<file path="src/rtl/ctl_port_pkg.sv">
package ctl_port_pkg;
  parameter int CMD_W  = 8;
  parameter int ADDR_W = 4;
  localparam int NUM_REGS = 1 << ADDR_W;
  localparam int CNT_W    = $clog2(CMD_W);
  localparam int PWR_POS  = CMD_W - 1;
  localparam int ADDR_LO  = CMD_W - 1 - ADDR_W;
  localparam int RD_POS   = 2;
  localparam int LEN_POS  = 1;

  typedef logic [CMD_W-1:0]  cmd_byte_t;
  typedef logic [ADDR_W-1:0] reg_addr_t;
  typedef logic [CNT_W-1:0]  bit_cnt_t;

  typedef struct packed {
    logic      pwr;
    reg_addr_t addr;
    logic      rd;
    logic      two;
  } hdr_t;

  // Split a first byte into its fields; bit 0 carries no meaning.
  function automatic hdr_t hdr_decode(input cmd_byte_t b);
    hdr_t h;
    h.pwr  = b[PWR_POS];
    h.addr = b[ADDR_LO +: ADDR_W];
    h.rd   = b[RD_POS];
    h.two  = b[LEN_POS];
    return h;
  endfunction

  function automatic logic is_last_bit(input bit_cnt_t c);
    return c == bit_cnt_t'(CMD_W - 1);
  endfunction

  // Bit of a word sent at serial position c (MSB first).
  function automatic logic pick_tx_bit(input cmd_byte_t w, input bit_cnt_t c);
    cmd_byte_t s;
    s = w << c;
    return s[CMD_W-1];
  endfunction
endpackage

</file>
<file path="src/rtl/ctl_rx_shift.sv">
module ctl_rx_shift
  import ctl_port_pkg::*;
(
  input  logic      clk,
  input  logic      rst_n,
  input  logic      sel_n,
  input  logic      sdi,
  output bit_cnt_t  bit_cnt,
  output logic      byte_done,
  output cmd_byte_t byte_val
);
  logic [CMD_W-2:0] sr;

  assign byte_val  = {sr, sdi};
  assign byte_done = !sel_n && is_last_bit(bit_cnt);

  always_ff @(posedge clk or negedge rst_n) begin
    if (!rst_n) begin
      bit_cnt <= '0;
      sr      <= '0;
    end else if (sel_n) begin
      bit_cnt <= '0;
    end else begin
      sr      <= byte_val[CMD_W-2:0];
      bit_cnt <= is_last_bit(bit_cnt) ? '0 : bit_cnt + bit_cnt_t'(1);
    end
  end

  // a high select always restarts byte assembly
  assert_abort_restart_R6: assert property (@(posedge clk) disable iff (!rst_n)
    sel_n |=> (bit_cnt == '0));
endmodule

</file>
<file path="src/rtl/ctl_cmd_seq.sv">
module ctl_cmd_seq
  import ctl_port_pkg::*;
(
  input  logic      clk,
  input  logic      rst_n,
  input  logic      sel_n,
  input  logic      byte_done,
  input  cmd_byte_t byte_val,
  output logic      hdr_done,
  output logic      pwr_down,
  output logic      rd_phase,
  output logic      load_tx,
  output reg_addr_t load_addr,
  output logic      wr_now,
  output reg_addr_t wr_addr_now,
  output cmd_byte_t wr_data_now,
  output logic      wr_stb,
  output reg_addr_t wr_addr,
  output cmd_byte_t wr_data
);
  logic      in_body;
  logic      body_rd;
  reg_addr_t body_addr;
  hdr_t      hdr_in;

  assign hdr_in      = hdr_decode(byte_val);
  assign hdr_done    = byte_done && !in_body;
  assign load_tx     = hdr_done && hdr_in.two && hdr_in.rd;
  assign load_addr   = hdr_in.addr;
  assign rd_phase    = in_body && body_rd;
  assign wr_now      = byte_done && in_body && !body_rd;
  assign wr_addr_now = body_addr;
  assign wr_data_now = byte_val;

  always_ff @(posedge clk or negedge rst_n) begin
    if (!rst_n) begin
      in_body   <= 1'b0;
      body_rd   <= 1'b0;
      body_addr <= '0;
      pwr_down  <= 1'b1;
      wr_stb    <= 1'b0;
      wr_addr   <= '0;
      wr_data   <= '0;
    end else begin
      wr_stb <= wr_now;
      if (wr_now) begin
        wr_addr <= body_addr;
        wr_data <= byte_val;
      end
      if (sel_n) begin
        in_body <= 1'b0;
      end else if (hdr_done) begin
        pwr_down  <= hdr_in.pwr;
        in_body   <= hdr_in.two;
        body_addr <= hdr_in.addr;
        body_rd   <= hdr_in.rd;
      end else if (byte_done) begin
        in_body <= 1'b0;
      end
    end
  end

  // the power flag moves only on a completed first byte
  assert_pwr_at_header_R2: assert property (@(posedge clk) disable iff (!rst_n)
    !$stable(pwr_down) |-> $past(hdr_done));
  // a read body never writes the register file
  assert_no_write_in_read_R4: assert property (@(posedge clk) disable iff (!rst_n)
    rd_phase |-> !wr_now);
  // the read phase ends once select goes high
  assert_body_ends_cs_R7: assert property (@(posedge clk) disable iff (!rst_n)
    sel_n |=> !rd_phase);
  // the write notice lasts one cycle
  assert_wstb_pulse_R3: assert property (@(posedge clk) disable iff (!rst_n)
    wr_stb |=> !wr_stb);
endmodule

</file>
<file path="src/rtl/ctl_reg_file.sv">
module ctl_reg_file
  import ctl_port_pkg::*;
(
  input  logic      clk,
  input  logic      rst_n,
  input  logic      we,
  input  reg_addr_t waddr,
  input  cmd_byte_t wdata,
  input  reg_addr_t raddr_a,
  output cmd_byte_t rdata_a,
  input  reg_addr_t raddr_b,
  output cmd_byte_t rdata_b
);
  logic [NUM_REGS-1:0][CMD_W-1:0] mem;

  always_ff @(posedge clk or negedge rst_n) begin
    if (!rst_n) begin
      mem <= '0;
    end else begin
      for (int i = 0; i < NUM_REGS; i++) begin
        if (we && waddr == reg_addr_t'(i)) mem[i] <= wdata;
      end
    end
  end

  assign rdata_a = mem[raddr_a];
  assign rdata_b = mem[raddr_b];

  // contents hold unless a write is strobed
  assert_hold_without_we_R8: assert property (@(posedge clk) disable iff (!rst_n)
    !we |=> $stable(mem));
endmodule

</file>
<file path="src/rtl/ctl_tx_drive.sv">
module ctl_tx_drive
  import ctl_port_pkg::*;
(
  input  logic      clk,
  input  logic      rst_n,
  input  logic      sel_n,
  input  logic      load,
  input  cmd_byte_t load_word,
  input  logic      rd_phase,
  input  bit_cnt_t  bit_cnt,
  output logic      sdo,
  output logic      sdo_oe
);
  cmd_byte_t tx_word;
  logic      sdo_q;

  always_ff @(posedge clk or negedge rst_n) begin
    if (!rst_n)    tx_word <= '0;
    else if (load) tx_word <= load_word;
  end

  // Launch on the falling edge so the host samples on the rising edge.
  always_ff @(negedge clk or negedge rst_n) begin
    if (!rst_n)        sdo_q <= 1'b0;
    else if (rd_phase) sdo_q <= pick_tx_bit(tx_word, bit_cnt);
  end

  assign sdo_oe = rd_phase && !sel_n;
  assign sdo    = sdo_oe && sdo_q;

  // the word being returned is not reloaded mid-read
  assert_tx_frozen_R4: assert property (@(posedge clk) disable iff (!rst_n)
    rd_phase |-> !load);
endmodule

</file>
<file path="src/rtl/ctl_serial_port.sv">
module ctl_serial_port
  import ctl_port_pkg::*;
(
  input  logic              clk_ctl,
  input  logic              rst_n,
  input  logic              sel_n,
  input  logic              sdi,
  output logic              sdo,
  output logic              sdo_oe,
  output logic              pwr_down,
  output logic              wr_stb,
  output logic [ADDR_W-1:0] wr_addr,
  output logic [CMD_W-1:0]  wr_data,
  input  logic [ADDR_W-1:0] rf_addr,
  output logic [CMD_W-1:0]  rf_data
);
  bit_cnt_t  bit_cnt;
  logic      byte_done;
  cmd_byte_t byte_val;
  logic      hdr_done;
  logic      rd_phase;
  logic      load_tx;
  reg_addr_t load_addr;
  cmd_byte_t load_word;
  logic      wr_now;
  reg_addr_t wr_addr_now;
  cmd_byte_t wr_data_now;

  ctl_rx_shift u_rx (
    .clk(clk_ctl), .rst_n(rst_n), .sel_n(sel_n), .sdi(sdi),
    .bit_cnt(bit_cnt), .byte_done(byte_done), .byte_val(byte_val)
  );

  ctl_cmd_seq u_seq (
    .clk(clk_ctl), .rst_n(rst_n), .sel_n(sel_n),
    .byte_done(byte_done), .byte_val(byte_val),
    .hdr_done(hdr_done), .pwr_down(pwr_down), .rd_phase(rd_phase),
    .load_tx(load_tx), .load_addr(load_addr),
    .wr_now(wr_now), .wr_addr_now(wr_addr_now), .wr_data_now(wr_data_now),
    .wr_stb(wr_stb), .wr_addr(wr_addr), .wr_data(wr_data)
  );

  ctl_reg_file u_rf (
    .clk(clk_ctl), .rst_n(rst_n),
    .we(wr_now), .waddr(wr_addr_now), .wdata(wr_data_now),
    .raddr_a(load_addr), .rdata_a(load_word),
    .raddr_b(rf_addr), .rdata_b(rf_data)
  );

  ctl_tx_drive u_tx (
    .clk(clk_ctl), .rst_n(rst_n), .sel_n(sel_n),
    .load(load_tx), .load_word(load_word),
    .rd_phase(rd_phase), .bit_cnt(bit_cnt),
    .sdo(sdo), .sdo_oe(sdo_oe)
  );

  // a one-byte instruction never opens an output window
  assert_single_no_oe_R5: assert property (@(posedge clk_ctl) disable iff (!rst_n)
    (hdr_done && !byte_val[LEN_POS]) |=> !sdo_oe);
endmodule

</file>
<file path="config.mk">
export PLATFORM = sky130hd
export DESIGN_NAME = ctl_serial_port
export DESIGN_NICKNAME = d
export VERILOG_FILES = /design/src/rtl/ctl_port_pkg.sv /design/src/rtl/ctl_rx_shift.sv /design/src/rtl/ctl_cmd_seq.sv /design/src/rtl/ctl_reg_file.sv /design/src/rtl/ctl_tx_drive.sv /design/src/rtl/ctl_serial_port.sv
export SDC_FILE = /design/constraint.sdc
export NUM_CORES = 1
export LEC_CHECK = 0
export CORE_ASPECT_RATIO = 0.7
export CORE_MARGIN = 2
export CORE_UTILIZATION = 50
export DETAILED_ROUTE_END_ITERATION = 7
export GPL_TIMING_DRIVEN = 0
export PLACE_DENSITY = 0.7
export SYNTH_ARGS = -nofsm -noshare
export SYNTH_HDL_FRONTEND = slang
export SYNTH_SLANG_ARGS = --single-unit
</file>
<file path="constraint.sdc">
create_clock -name clk_ctl -period 2 [get_ports clk_ctl]
set_clock_uncertainty 0.05 [all_clocks]
set_input_delay 0.2 -clock clk_ctl [delete_from_list [all_inputs] [get_ports clk_ctl]]
set_output_delay 0.2 -clock clk_ctl [all_outputs]
set_load 0.01 [all_outputs]
</file>
==> results of run 1 <==
==> worst min-delay path by stage <==
stage | depth (start not counted) | startpoint | to
CTS | 1 | rst_n | u_rf.mem[57]$_DFFE_PN0P_
global route | 1 | rst_n | u_rf.mem[57]$_DFFE_PN0P_
detailed placement | 1 | rst_n | u_rf.mem[57]$_DFFE_PN0P_
finish | 1 | rst_n | u_rf.mem[57]$_DFFE_PN0P_
floorplan | 0 | rst_n | u_rf.mem[0]$_DFFE_PN0P_
global placement | 2 | u_tx.sdo_q$_DFFE_NN0N_ | u_tx.sdo_q$_DFFE_NN0N_
==> through the flow <==
stage               area, µm²  cells  worst slack, ns  TNS [ns]
floorplan                8504    540          -0.3016    -3.186
global placement         9066    793           -6.686  -1067.13
detailed placement       9099    794           -1.282    -80.30
CTS                     10430    865          -0.4531    -22.44
global route            10710    877          -0.4944    -41.87
finish                  10710    877          -0.4286    -29.63
==> per-layer routing <==
layer	share of wire, %	GRT usage, %	up-vias
li1	-	-	2256
met1	42	38.89	3054
met2	46	42.97	227
met3	9.1	10.01	49
met4	2.4	7.333	0
met5	0	0	-
==> report_power, final <==
group | internal (W) | leakage, nW | total [W] | switching (W)
Sequential | 0.00343 | 2.31 | 0.00351 | 0.0000802
Clock | 0.00217 | 0.302 | 0.00355 | 0.00137
Combinational | 0.000451 | 2.31 | 0.00120 | 0.000745
==> state kept, by name (all words and copies together), names as in the netlist, 3 cells and up <==
signal,cells
u_rf.mem,128
u_seq.wr_data,8
u_tx.tx_word,8
u_rx.sr,7
u_seq.wr_addr,4
u_seq.wr_addr_now,4
u_rx.bit_cnt,3
==> worst max-delay path: cells and delay by family, from the launching register on <==
family | cells | cell delay, ns
AO/OA/AOI/OAI | 1 | 0.09
flip-flops | 1 | 0.40
multiplexers | 2 | 0.71
==> layout make-up <==
cell class / count / area, µm²
plain buffers: 41 / 352.8
repair buffers: 85 / 825.8
inverters: 1 / 6.256
multi-input cells: 328 / 4439
fillers: 1144 / 5685
clock buffers: 22 / 474.2
flip-flops and latches: 167 / 4184
clock inverters: 8 / 146.4
well taps: 225 / 281.5
==> kinds of logic after synthesis <==
family / Yosys count
AOI/OAI and AO/OA: 10
adders and majority gates: 2
buffers and inverters: 45
DFF: 167
muxes: 232
and+or+nand+nor: 84
==> layout by cell type, fill, tap and decap left out, types with 6 or more instances in the layout <==
master / Yosys / layout
a221o_1: 7 / 7
buf_12: 1 / 8
buf_4: 0 / 42
buf_6: 2 / 25
clkbuf_1: 27 / 17
clkbuf_16: 0 / 17
clkbuf_8: 0 / 6
clkdlybuf4s50_1: 0 / 16
dfrtp_1: 165 / 162
mux2_2: 148 / 126
mux2_4: 0 / 22
mux2i_4: 0 / 6
mux4_1: 8 / 7
mux4_2: 66 / 67
nand2_1: 48 / 39
nand2_8: 0 / 9
nor2_1: 11 / 8
==> repair_timing <==
action / in CTS / in global routing
gates resized for setup: 133 / 44
endpoints found under the setup margin: 149 / 156
endpoints found under the hold margin: 63 / 63
setup buffers: 42 / 12
gates cloned: 2 / 0
pin swaps: 5 / 10
==> results_dict.tcl, run 1 <==
set metrics [dict create \
    status "finished, violations left" \
    violations "hold timing, setup timing" \
    ant_nets 0 \
    grtUsageTotal_pct 28.10 \
    cp_cell_sequence "mux4_2 > mux2i_2 > o21ai_1" \
    viasPerCell 6.369 \
    crit_type "reg -> reg" \
    async_flop_share_pct 100.0 \
    rr_worst_depth 3 \
    grt_pass1_vias 5679 \
    syn_area_mm2 0.008404 \
    synthAdderAreaFrac_pct 0.2978 \
    clock-sinks 167 \
    fin_nets 651 \
    synth.most_common_cell "dfrtp_1" \
    synth-main-ff-cell "dfrtp_1" \
    yosys-top-cells-area "dfrtp_1 (49%), mux2_2 (20%), mux4_2 (18%), mux4_1 (2.5%), nand2_1 (2.1%)" \
    critPathCaptureType "flip-flop" \
    synth-seq-cells 167 \
    synth_common_cells "dfrtp_1 (165), mux2_2 (148), mux4_2 (66), nand2_1 (48), clkbuf_1 (27)" \
    wl_um 24520 \
    antenna_found_initial 0 \
    dieArea_mm2 0.01788 \
    n_antenna_cell 0 \
    finalPower_w 0.008252 \
    drt_iter0_markers 525 \
    grt_pass1_wl_um 36270 \
    port_buffers 28 \
    vdd_drop_max_mv 0.5129 \
    first_pass_iters 5 \
    r2r-end "u_tx.sdo_q$_DFFE_NN0N_" \
    dieWidth_um 159.0 \
    synth_cell_type_count 36 \
    worstSetupStartpoint "u_rx.bit_cnt[0]$_DFF_PN0_" \
    dr_total_vias 5586 \
    cp-start-kind "flip-flop" \
    crit_required_ns 1.20 \
    yosys-mux-area-fraction_pct 41.21 \
    synth_compound_area_share_pct 1.057 \
    finalHoldViolCount 63 \
    synth-edff-count 0 \
    rrSetupSlack_ns -0.43 \
    tritoncts "yes" \
    cts.clk_slew.worst_paths_ns 0.07 \
    synth_top_area_cell "dfrtp_1" \
    whs_ns -0.3586 \
    clock_path_buffers 2 \
    yosysWarnings 0 \
    drc 0 \
    rows 39 \
    setup_violations 139 \
    regToRegStartpoint "u_rx.bit_cnt[0]$_DFF_PN0_" \
    synth_xor_area_share_pct 0 \
    ys_seq_area_share_pct 49.74 \
    dieHeight_um 112.5 \
    hold_class "in -> async" \
    syn_area_per_cell_um2 15.56 \
    max_cap_viol_count 0 \
    endpoint "u_tx.sdo_q$_DFFE_NN0N_" \
    arrival_ns 1.63 \
    grt-ovfl-total 0 \
    crit_slowest_cell "mux4_2" \
    htreeDepth 4 \
    fin_ws_ns -0.4286 \
    rsz0062_at_grt "true" \
    syn-num-nets 550 \
    max_stage_delay_ns 0.51 \
    initial_core_util_pct 51.26 \
    cp_max_fo 3 \
    numCtsBuffers 17 \
    synth_top_family_by_area "multiplexers" \
    drv_slew 0 \
    clock-root-buffer "clkbuf_16" \
    synth-simple-area-share_pct 5.166 \
    worst_pin_slew_ns 0.7813 \
    fp.coreArea_mm2 0.01640 \
    grt_max_degree 105 \
    wl_per_cell_um 27.95 \
    place_hpwl_um 15290 \
    routabilityCongestion 0.8849 \
    io_pins 32 \
    relSlewSlack_pct 47.91 \
    cellLeakagePower_nw 4.924 \
    netlist_instances 540 \
    drive_above_1_share_pct 57.36 \
    fin_util_pct 65.32 \
    clk_latency_ns 0.44 \
    power.density_mw_per_mm2 770.4 \
    area_growth_pct 27.44 \
    netlist.area_leader.share_pct 49.13 \
]
Power figures use the tool's default switching activity.
==> inputs of run 2 (changes only) <==
--- a/config.mk
+++ b/config.mk
@@ -10,2 +10,3 @@
 export CORE_UTILIZATION = 50
+export CTS_BUF_LIST = sky130_fd_sc_hd__clkbuf_2 sky130_fd_sc_hd__clkbuf_4 sky130_fd_sc_hd__clkbuf_8
 export DETAILED_ROUTE_END_ITERATION = 7
--- a/constraint.sdc
+++ b/constraint.sdc
@@ -4,2 +4,2 @@
 set_output_delay 0.2 -clock clk_ctl [all_outputs]
-set_load 0.01 [all_outputs]
+set_load 0.05 [all_outputs]
==> results_dict.tcl, run 2 (same netlist as run 1, synthesis figures left out) <==
set metrics [dict create \
    status "finished, violations left" \
    violations "setup timing" \
    first_pass_iters 4 \
    antenna_found_initial 0 \
    route.met2.wl_um 11460 \
    rows 39 \
    clk_latency_ns 0.48 \
    crit_required_ns 1.22 \
    hold_class "in -> async" \
    clock-root-buffer "clkbuf_8" \
    htreeDepth 4 \
    finalInstanceArea_mm2 0.01068 \
    clock-sinks 167 \
    routabilityCongestion 0.8517 \
    cp-start-kind "flip-flop" \
    dieArea_mm2 0.01788 \
    final_cell_mix "dfrtp_1 (164), mux2_2 (91), mux4_2 (66)" \
    drc 0 \
    io_pins 32 \
    reg_top3 "u_rf.mem: 128 flops, u_seq.wr_data: 8 flops, u_tx.tx_word: 8 flops" \
    placed_area_mm2 0.009120 \
    finalPower_w 0.007180 \
    power.density_mw_per_mm2 672.1 \
    whs_ns 0.2280 \
    fin_nets 660 \
    dieWidth_um 159.0 \
    r2r-end "u_tx.sdo_q$_DFFE_NN0N_" \
    grtUsageTotal_pct 28.98 \
    cp_max_fo 3 \
    grt_max_degree 118 \
    fin_ws_ns -0.5020 \
    max_stage_delay_ns 0.52 \
    drv_slew 0 \
    dieHeight_um 112.5 \
    relSlewSlack_pct 49.65 \
    regToRegStartpoint "u_rx.bit_cnt[0]$_DFF_PN0_" \
    grt-ovfl-total 0 \
    numPlacedInstances 794 \
    area_growth_pct 27.11 \
    finalHoldViolCount 0 \
    stdcell_count 888 \
    critPathCaptureType "flip-flop" \
    wl_um 24720 \
    worst_pin_slew_ns 0.7553 \
    n_antenna_cell 0 \
    rr_worst_depth 3 \
    fp.coreArea_mm2 0.01640 \
    cp_cell_sequence "mux4_2 > mux2i_2 > o21ai_1" \
    vdd_drop_max_mv 0.5195 \
    place_hpwl_um 15350 \
    numCtsBuffers 17 \
    arrival_ns 1.72 \
    tritoncts "yes" \
    cellLeakagePower_nw 4.968 \
    mostFrequentLayoutCell "dfrtp_1" \
    wl_per_cell_um 27.84 \
    port_buffers 28 \
    largest_register_ffs 128 \
    crit_type "reg -> reg" \
    drive_above_1_share_pct 57.47 \
    setup_violations 152 \
    grt_pass1_wl_um 37270 \
    crit_slowest_cell "mux4_2" \
    wl_met1_um 10370 \
    wl_met3_um 2380 \
    grt_pass1_vias 5823 \
    viasPerCell 6.384 \
    max_cap_viol_count 0 \
    drt_iter0_markers 564 \
    rsz0062_at_grt "true" \
    top_layer "met4" \
    clock_path_buffers 2 \
    initial_core_util_pct 51.26 \
    rrSetupSlack_ns -0.50 \
    cts.clk_slew.worst_paths_ns 0.09 \
    ant_nets 0 \
    regMostFlops "u_rf.mem" \
    dr_total_vias 5669 \
]
run 2: cell types whose count changed in the layout (fill, tap and decap cells not counted), moves of 3 or more:
cell,change
clkbuf_2,+4
mux2i_1,+5
buf_6,-3
mux2i_4,-5
mux2_2,-35
clkbuf_16,-17
clkbuf_8,+19
mux2_4,+35
buf_4,+6
buf_8,+6
run 2: worst max path at each step:
stage	from	endpoint
after floorplan	u_rx.bit_cnt[0]$_DFF_PN0_	u_tx.sdo_q$_DFFE_NN0N_
after global placement	rst_n	u_tx.sdo_q$_DFFE_NN0N_
after detailed placement	rf_addr[1]	rf_data[2]
after global routing	u_rx.bit_cnt[0]$_DFF_PN0_	u_tx.sdo_q$_DFFE_NN0N_
final	u_rx.bit_cnt[0]$_DFF_PN0_	u_tx.sdo_q$_DFFE_NN0N_
after CTS	u_rx.bit_cnt[0]$_DFF_PN0_	u_tx.sdo_q$_DFFE_NN0N_
run 2: area by class of cell:
| cell class | count | area, µm² |
|---|---|---|
| buffer | 42 | 329.1 |
| tap | 225 | 281.5 |
| multi-input combinational | 328 | 4519 |
| sequential | 167 | 4182 |
| timing repair buffer | 93 | 945.9 |
| inverter | 1 | 8.758 |
| clock buffer | 25 | 325.3 |
| clock inverter | 7 | 91.34 |
| fill | 1139 | 5713 |
run 2: per-stage QoR:
step | utilization [%] | setup WS, ns | setup TNS (ns)
after floorplan | - | -0.3016 | -3.186
after global placement | 55.43 | -6.621 | -1059.98
after detailed placement | 55.62 | -1.495 | -85.47
after CTS | 64.15 | -0.4845 | -47.61
after global routing | 65.16 | -0.5619 | -54.96
final | 65.16 | -0.5020 | -45.08
run 2: where the power goes:
part / internal (W) / total, W / switching, W
Combinational: 0.000387 / 0.00112 / 0.000735
Clock: 0.00131 / 0.00257 / 0.00125
Sequential: 0.00342 / 0.00349 / 0.0000661
Total: 0.00513 / 0.00718 / 0.00205
run 2: layer usage:
| layer | global-route usage [%] | up-vias |
|---|---|---|
| li1 | - | 2279 |
| met1 | 40.02 | 3055 |
| met2 | 43.96 | 287 |
| met3 | 10.46 | 48 |
| met4 | 8.303 | 0 |
| met5 | 0 | - |
run 2: repair_timing:
item | in CTS | in global routing
hold buffers | 2 | 0
pin swaps | 15 | 7
endpoints found under the hold margin | 50 | 0
gates resized for setup | 201 | 16
buffers inserted | 46 | 18
setup endpoints to repair | 156 | 161
cloned | 1 | 0
run 2: critical path: cells and delay by family (launching register included):
kind	cells	cell delay [ns]
AOI/OAI and AO/OA	1	0.08
muxes	2	0.74
DFF	1	0.42
